`src/rtl/pfwp_pkg.sv`:
```
package pfwp_pkg;

   // Protection sequencer states
   typedef enum logic [1:0] {
      PS_GUARD   = 2'd0,   // protected, waiting for valid supply
      PS_RECOVER = 2'd1,   // supply valid, recovery window running
      PS_OPEN    = 2'd2,   // normal host operation
      PS_DRAIN   = 2'd3    // supply failed, in-flight access finishing
   } prot_state_e;

   typedef struct packed {
      logic ce_n;
      logic we_n;
      logic oe_n;
   } strobe_t;

   localparam strobe_t STROBE_IDLE = '{ce_n: 1'b1, we_n: 1'b1, oe_n: 1'b1};

   function automatic logic is_write(input strobe_t s);
      return !s.ce_n && !s.we_n;
   endfunction

   function automatic logic is_read(input strobe_t s);
      return !s.ce_n && s.we_n && !s.oe_n;
   endfunction

endpackage

```
`src/rtl/pfwp_sync.sv`:
```
module pfwp_sync #(
   parameter int               WIDTH   = 2,
   parameter int               STAGES  = 2,
   parameter logic [WIDTH-1:0] RST_VAL = '1
) (
   input  logic             clk,
   input  logic             rst_n,
   input  logic [WIDTH-1:0] d,
   output logic [WIDTH-1:0] q
);

   initial begin
      assert (STAGES >= 2) else $error("pfwp_sync: STAGES must be at least 2");
      assert (WIDTH >= 1)  else $error("pfwp_sync: WIDTH must be at least 1");
   end

   logic [WIDTH-1:0] stg [STAGES];

   generate
      for (genvar g = 0; g < STAGES; g++) begin : g_stage
         if (g == 0) begin : g_first
            always_ff @(posedge clk or negedge rst_n) begin
               if (!rst_n) stg[0] <= RST_VAL;
               else        stg[0] <= d;
            end
         end else begin : g_next
            always_ff @(posedge clk or negedge rst_n) begin
               if (!rst_n) stg[g] <= RST_VAL;
               else        stg[g] <= stg[g-1];
            end
         end
      end
   endgenerate

   assign q = stg[STAGES-1];

endmodule

```
`src/rtl/pfwp_gate.sv`:
```
module pfwp_gate
   import pfwp_pkg::*;
(
   input  logic        clk,
   input  logic        rst_n,
   input  prot_state_e state,
   input  logic        drain_wr,
   input  strobe_t     host,
   output strobe_t     mem,
   output logic        dq_oe,
   output logic        host_acc,
   output logic        host_wr,
   output logic        cont
);

   logic host_rd;

   assign host_wr  = is_write(host);
   assign host_rd  = is_read(host);
   assign host_acc = host_wr || host_rd;

   // The captured access continues only while chip enable and its own strobe stay low
   assign cont = !host.ce_n && (drain_wr ? !host.we_n : (host.we_n && !host.oe_n));

   always_comb begin
      mem   = STROBE_IDLE;
      dq_oe = 1'b0;
      unique case (state)
         PS_OPEN: begin
            mem   = host;
            dq_oe = host_rd;
         end
         PS_DRAIN: begin
            if (cont) begin
               mem.ce_n = 1'b0;
               mem.we_n = !drain_wr;
               mem.oe_n = drain_wr;
               dq_oe    = !drain_wr;
            end
         end
         default: begin
            mem   = STROBE_IDLE;
            dq_oe = 1'b0;
         end
      endcase
   end

   // data drivers are on only during a read cycle seen at the array
   assert_dq_read_only_R2: assert property (@(posedge clk) disable iff (!rst_n)
      dq_oe |-> (!mem.ce_n && mem.we_n && !mem.oe_n));

   // while draining, a write strobe reaches the array only for a captured write
   assert_no_new_access_R6: assert property (@(posedge clk) disable iff (!rst_n)
      (state == PS_DRAIN && !mem.we_n) |-> drain_wr);

endmodule

```
`src/rtl/pfwp_sequencer.sv`:
```
module pfwp_sequencer
   import pfwp_pkg::*;
#(
   parameter int WPT_CYC = 100,
   parameter int REC_CYC = 80000
) (
   input  logic        clk,
   input  logic        rst_n,
   input  logic        fail_s,
   input  logic        host_acc,
   input  logic        host_wr,
   input  logic        cont,
   output prot_state_e state,
   output logic        drain_wr
);

   localparam int MAX_CYC = (WPT_CYC > REC_CYC) ? WPT_CYC : REC_CYC;
   localparam int CNT_W   = $clog2(MAX_CYC + 1);
   localparam logic [CNT_W-1:0] WPT_LAST = CNT_W'(WPT_CYC - 1);
   localparam logic [CNT_W-1:0] REC_LAST = CNT_W'(REC_CYC - 1);

   prot_state_e      state_q, state_d;
   logic [CNT_W-1:0] cnt_q, cnt_d;
   logic             wr_q, wr_d;

   always_comb begin
      state_d = state_q;
      cnt_d   = cnt_q;
      wr_d    = wr_q;
      unique case (state_q)
         PS_GUARD: begin
            if (!fail_s) begin
               state_d = PS_RECOVER;
               cnt_d   = '0;
            end
         end
         PS_RECOVER: begin
            if (fail_s) begin
               state_d = PS_GUARD;
               cnt_d   = '0;
            end else if (cnt_q == REC_LAST) begin
               state_d = PS_OPEN;
               cnt_d   = '0;
            end else begin
               cnt_d = cnt_q + 1'b1;
            end
         end
         PS_OPEN: begin
            if (fail_s) begin
               cnt_d = '0;
               if (host_acc) begin
                  state_d = PS_DRAIN;
                  wr_d    = host_wr;
               end else begin
                  state_d = PS_GUARD;
               end
            end
         end
         PS_DRAIN: begin
            if (!cont || cnt_q == WPT_LAST) begin
               state_d = PS_GUARD;
               cnt_d   = '0;
            end else begin
               cnt_d = cnt_q + 1'b1;
            end
         end
         default: begin
            state_d = PS_GUARD;
            cnt_d   = '0;
         end
      endcase
   end

   always_ff @(posedge clk or negedge rst_n) begin
      if (!rst_n) begin
         state_q <= PS_GUARD;
         cnt_q   <= '0;
         wr_q    <= 1'b0;
      end else begin
         state_q <= state_d;
         cnt_q   <= cnt_d;
         wr_q    <= wr_d;
      end
   end

   assign state    = state_q;
   assign drain_wr = wr_q;

   // the drain phase never outlives the write-protect timeout
   assert_drain_bound_R5: assert property (@(posedge clk) disable iff (!rst_n)
      (state_q == PS_DRAIN) |-> (cnt_q < CNT_W'(WPT_CYC)));

   // a seen failure always closes open operation on the next edge
   assert_fail_closes_R3: assert property (@(posedge clk) disable iff (!rst_n)
      (state_q == PS_OPEN && fail_s) |=> (state_q != PS_OPEN));

   // a failure during recovery returns to guard
   assert_recover_restart_R9: assert property (@(posedge clk) disable iff (!rst_n)
      (state_q == PS_RECOVER && fail_s) |=> (state_q == PS_GUARD));

   // open operation is entered only from a completed recovery window
   assert_open_after_recover_R8: assert property (@(posedge clk) disable iff (!rst_n)
      $rose(state_q == PS_OPEN) |-> ($past(state_q) == PS_RECOVER && $past(cnt_q) == REC_LAST));

endmodule

```
`src/rtl/pfwp_battery.sv`:
```
module pfwp_battery (
   input  logic clk,
   input  logic rst_n,
   input  logic fail_s,
   input  logic swo_s,
   output logic bat_sel,
   output logic bat_iso
);

   logic iso_q;

   // Isolation is sticky-clear: once valid supply has been seen, it never returns
   always_ff @(posedge clk or negedge rst_n) begin
      if (!rst_n)       iso_q <= 1'b1;
      else if (!fail_s) iso_q <= 1'b0;
   end

   assign bat_iso = iso_q;
   assign bat_sel = swo_s && !iso_q;

   // isolation never re-asserts after release
   assert_iso_sticky_R10: assert property (@(posedge clk) disable iff (!rst_n)
      !$rose(bat_iso));

   // the cell is never selected while still isolated
   assert_sel_isolated_R11: assert property (@(posedge clk) disable iff (!rst_n)
      bat_iso |-> !bat_sel);

endmodule

```
`src/rtl/pfwp_ctrl.sv`:
```
module pfwp_ctrl
   import pfwp_pkg::*;
#(
   parameter int WPT_CYC         = 100,
   parameter int REC_CYC         = 80000,
   parameter int SYNC_STAGES     = 2,
   parameter int CLK_KHZ         = 1000,
   parameter bit ENFORCE_WINDOWS = 1'b1
) (
   input  logic clk,
   input  logic rst_n,
   input  logic pwr_fail,
   input  logic below_swo,
   input  logic host_ce_n,
   input  logic host_we_n,
   input  logic host_oe_n,
   output logic mem_ce_n,
   output logic mem_we_n,
   output logic mem_oe_n,
   output logic dq_oe,
   output logic bat_sel,
   output logic bat_iso
);

   initial begin
      assert (WPT_CYC >= 1 && REC_CYC >= 1)
         else $error("pfwp_ctrl: durations must be at least one cycle");
      assert (CLK_KHZ >= 1) else $error("pfwp_ctrl: CLK_KHZ must be positive");
   end

   generate
      if (ENFORCE_WINDOWS) begin : g_window_check
         localparam longint WPT_NS_X = longint'(WPT_CYC) * 1000;
         localparam longint KHZ      = longint'(CLK_KHZ);
         initial begin
            assert (WPT_NS_X >= 40 * KHZ && WPT_NS_X <= 150 * KHZ)
               else $error("pfwp_ctrl: write-protect timeout outside 40..150 us");
            assert (longint'(REC_CYC) >= 40 * KHZ && longint'(REC_CYC) <= 120 * KHZ)
               else $error("pfwp_ctrl: recovery window outside 40..120 ms");
         end
      end
   endgenerate

   logic [1:0]  flags_s;
   logic        fail_s, swo_s;
   prot_state_e state;
   logic        drain_wr, host_acc, host_wr, cont;
   strobe_t     host, mem;

   pfwp_sync #(.WIDTH(2), .STAGES(SYNC_STAGES), .RST_VAL(2'b11)) u_sync (
      .clk   (clk),
      .rst_n (rst_n),
      .d     ({pwr_fail, below_swo}),
      .q     (flags_s)
   );

   assign fail_s = flags_s[1];
   assign swo_s  = flags_s[0];
   assign host   = '{ce_n: host_ce_n, we_n: host_we_n, oe_n: host_oe_n};

   pfwp_sequencer #(.WPT_CYC(WPT_CYC), .REC_CYC(REC_CYC)) u_seq (
      .clk      (clk),
      .rst_n    (rst_n),
      .fail_s   (fail_s),
      .host_acc (host_acc),
      .host_wr  (host_wr),
      .cont     (cont),
      .state    (state),
      .drain_wr (drain_wr)
   );

   pfwp_gate u_gate (
      .clk      (clk),
      .rst_n    (rst_n),
      .state    (state),
      .drain_wr (drain_wr),
      .host     (host),
      .mem      (mem),
      .dq_oe    (dq_oe),
      .host_acc (host_acc),
      .host_wr  (host_wr),
      .cont     (cont)
   );

   pfwp_battery u_bat (
      .clk     (clk),
      .rst_n   (rst_n),
      .fail_s  (fail_s),
      .swo_s   (swo_s),
      .bat_sel (bat_sel),
      .bat_iso (bat_iso)
   );

   assign mem_ce_n = mem.ce_n;
   assign mem_we_n = mem.we_n;
   assign mem_oe_n = mem.oe_n;

   // guard and recovery keep the array quiet whatever the host drives
   assert_guard_quiet_R7: assert property (@(posedge clk) disable iff (!rst_n)
      (state == PS_GUARD || state == PS_RECOVER) |-> (mem_ce_n && mem_we_n && mem_oe_n && !dq_oe));

   // once a drained access ends, the block is protected on the next edge
   assert_drain_end_R4: assert property (@(posedge clk) disable iff (!rst_n)
      (state == PS_DRAIN && !cont) |=> (state == PS_GUARD));

endmodule

```
`config.mk`:
```
export PLATFORM = sky130hd
export DESIGN_NAME = pfwp_ctrl
export DESIGN_NICKNAME = d
export VERILOG_FILES = /design/src/rtl/pfwp_pkg.sv /design/src/rtl/pfwp_sync.sv /design/src/rtl/pfwp_gate.sv /design/src/rtl/pfwp_sequencer.sv /design/src/rtl/pfwp_battery.sv /design/src/rtl/pfwp_ctrl.sv
export SDC_FILE = /design/constraint.sdc
export NUM_CORES = 1
export LEC_CHECK = 0
export ABC_AREA = 0
export ABC_CLOCK_PERIOD_IN_PS = 4700
export BUFFER_PORTS_ARGS = -buffer_cell sky130_fd_sc_hd__buf_2
export CORE_ASPECT_RATIO = 1.2
export CORE_UTILIZATION = 65
export CTS_BUF_LIST = sky130_fd_sc_hd__clkbuf_2
export CTS_CLUSTER_SIZE = 40
export DETAILED_ROUTE_END_ITERATION = 10
export GPL_TIMING_DRIVEN = 0
export PLACE_DENSITY_LB_ADDON = 0.12
export SLEW_MARGIN = 30
export SYNTH_ARGS = -nofsm -noshare
export SYNTH_HDL_FRONTEND = slang
export SYNTH_SLANG_ARGS = --single-unit
```
`constraint.sdc`:
```
create_clock -name clk -period 4.7 [get_ports clk]
set_input_delay 0.235 -clock clk [delete_from_list [all_inputs] [get_ports clk]]
set_output_delay 0.235 -clock clk [all_outputs]
set_load 0.02 [all_outputs]
```
==> results.toml <==
[status]
status = "finished, final reports clean"

[final_layout]
layout-drive-gt1-share = 0.153
most-common-layout-cells = "nand2_1 (35), dfrtp_1 (20), o21ai_0 (18), buf_2 (16), nor2_1 (15)"
final_common_cell = "nand2_1"
antenna_cells = 0
fillCellCount = 161
syn_to_final_growth_pct = 10.4
final_core_util = 0.770
final-seq-area_um2 = 632
nNetsFinal = 198
multiInputGateArea_um2 = 767

[floorplanning]
die_h_um = 53.7
ioPinCount = 13
num_rows = 18
die_area_um2 = 2420
die_w_um = 45.0
coreArea_um2 = 2070
initial_core_util = 0.697

[setup_path]
worst_ep_required_time_ns = 5.01
crit_type = "reg -> reg"
cpPeakStageDelay_ns = 0.58
crit_path_start_kind = "register"
regToRegSetupSlack_ns = 2.37
r2r_end = "u_seq.cnt_q[15]$_DFFE_PN0P_"
worst-path-stages = 6
arrival_ns = 2.63
crit_fanout = 10
startpoint = "u_seq.cnt_q[0]$_DFFE_PN0P_"
rr_worst_depth = 6
reg2reg_from = "u_seq.cnt_q[0]$_DFFE_PN0P_"
path_buf_inv = 1
endpoint_kind = "register"
path_cells = "ha_1, and4_1, a211oi_1, clkbuf_1, o21ai_0, o211ai_1"
crit_family = "compound AO/OA/AOI/OAI gates"
cp_slowest_cell = "a211oi_1"

[timing]
slew_violations = 0
hold_viol_final = 0
maxSlewHeadroom = 0.558
layout_setup_ws_ns = 2.37
fin_crit_ns = 2.33
fmaxAchievable_ghz = 0.430
fin_crit_sh = 0.495
grt_setup_unrepaired = "no"
setup_viol = 0
hold-worst-slack_ns = 0.0827
tightest_slew_ns = 0.659
fin_setup_tns_ns = 0
fin_skew_ns = 0.00299

[clocking]
clock-sinks = 25
cts_setup_buffers = 0
clk_latency_ns = 0.36
ctsHtreeMaxLevel = 1
cts-root-buf = "clkbuf_2"
clock_path_buffers = 2
ctsHoldBuffers = 3
cts_tree = "yes"
numCtsBuffers = 3
path_clk_slew_ns = 0.24
ctsResizeCount = 0

[power]
peakVddDrop_uv = 251
p_leak_nw = 0.672
power.density_nw_per_um2 = 328

[global_routing]
grt_use_met3 = 0.0436
met1_usage = 0.374
grt.total_usage = 0.302
grt_pass1_vias = 1154
grt_pass1_wl_mm = 5.23
grt_remaining_overflow = 0
use_met2 = 0.534
grt_max_degree = 26
grt.busiest_layer = "met2"
antenna_found_initial = 0

[synth]
synth_cell_type_count = 39
postSynthAreaPerCell_um2 = 8.50
synth_ff_type = "dfrtp_1"
synthAdderAreaFrac = 0.00866
async_reset_ff_frac = 1.00
synthSimpleGateAreaFrac = 0.316
synthMuxAreaShare = 0.00779
ys_seq_area_frac = 0.437
synth_top_family_by_area = "simple AND/OR/NAND/NOR gates"
syn_nets = 178
syn_inst = 170
synth_compound_area_frac = 0.174
ys_ff_latch = 25
synth_edf_count = 0
yosys_warnings = 0
synthXorXnorAreaFrac = 0.0242
netlist_area_um2 = 1450

[routing]
num_vias = 1304
viasPerCell = 5.95
ant_nets = 0
post_drt_wl_per_cell_um = 14.3
wirelength_mm = 3.14
dr.pass1.iters = 4
detail_route.iter0.violations = 53
drc_errors = 0

[worst_hold_path]
worstHoldStart = "host_we_n"
min_to = "u_seq.drain_wr$_DFFE_PN0P_"
min_path_type = "in -> reg"
min_path_cells = 2

[placed_design]
dp_hpwl_mm = 2.24
io_buffer_count = 12
preCtsSetupSlack_ns = 2.49
globalplace.congestion = 0.881

[job]
max_cap_viol_count = 0
[worst register-to-register path, delay by kind of cell (launching register included)]
family	cells	cell delay, ns
fa+ha+maj	1	0.28
buf+inv	1	0.45
flops	1	0.47
simple gates	1	0.17
compound gates	3	0.90
[metrics by stage]
stage | area [µm²] | cells | power [mW]
final | 1600 | 219 | 0.524
after global routing | 1600 | 219 | 0.557
after CTS | 1600 | 219 | 0.523
after detailed placement | 1540 | 212 | 0.437
after global placement | 1540 | 212 | 0.429
after floorplan | 1450 | 170 | 0.384
[final cells by class]
| cell class | instances | share of cell area |
|---|---|---|
| multi-input cells | 134 | 0.481 |
| flip-flops and latches | 25 | 0.396 |
| repair buffers | 15 | 0.0565 |
| well taps | 30 | 0.0235 |
| plain buffers | 7 | 0.0196 |
| clock buffers | 3 | 0.00941 |
| inverters | 4 | 0.00941 |
| clock inverters | 1 | 0.00471 |
[flip-flops by register name (all words and copies together) (netlist names)]
signal and flops:
u_sync.stg 2, u_sync.q 2, u_seq.state 2, u_bat.bat_iso 1, u_seq.drain_wr 1, u_seq.cnt_q 17
[worst max-delay path by stage]
stage / slack, ns / endpoint
final: 2.37 / u_seq.cnt_q[15]$_DFFE_PN0P_
after global routing: 2.20 / u_seq.cnt_q[9]$_DFFE_PN0P_
after CTS: 2.45 / u_seq.cnt_q[15]$_DFFE_PN0P_
after detailed placement: 2.49 / u_seq.cnt_q[9]$_DFFE_PN0P_
after global placement: 2.54 / u_seq.cnt_q[12]$_DFFE_PN0P_
after floorplan: 2.72 / u_seq.cnt_q[0]$_DFFE_PN0P_
[synthesized netlist by cell type (all sizes together), types with 3 or more instances]
library cell  instances  share of area
nand2                35          0.091
dfrtp                20           0.35
o21ai                18          0.062
nor2                 15          0.039
o211ai                8          0.042
nand3                 7          0.024
nor2b                 6          0.026
and3                  5          0.022
dfstp                 5          0.091
buf                   4          0.014
inv                   4          0.010
and4                  3          0.018
clkbuf                3         0.0078
nand4                 3          0.013
o22ai                 3          0.013
xnor2                 3          0.018
[report_power, final]
group / internal (mW) / switching (mW) / total [mW]
combinational: 0.0587 / 0.113 / 0.172
sequential: 0.240 / 0.0243 / 0.264
clock: 0.0197 / 0.0679 / 0.0876
total: 0.318 / 0.205 / 0.524
[layer usage]
layer	up-vias	part of all wire
met2	55	0.52
met5	-	0
met3	4	0.064
met4	0	0.0067
met1	600	0.41
li1	645	-
[kinds of logic after synthesis]
kind of cell | Yosys count
AO/OA/AOI/OAI | 40
multiplexers | 1
flip-flops | 25
adder cells (fa/ha/maj) | 1
AND/OR/NAND/NOR | 88
XOR/XNOR | 4
buffers and inverters | 11
Note: power is estimated with default switching activity, not from simulation.
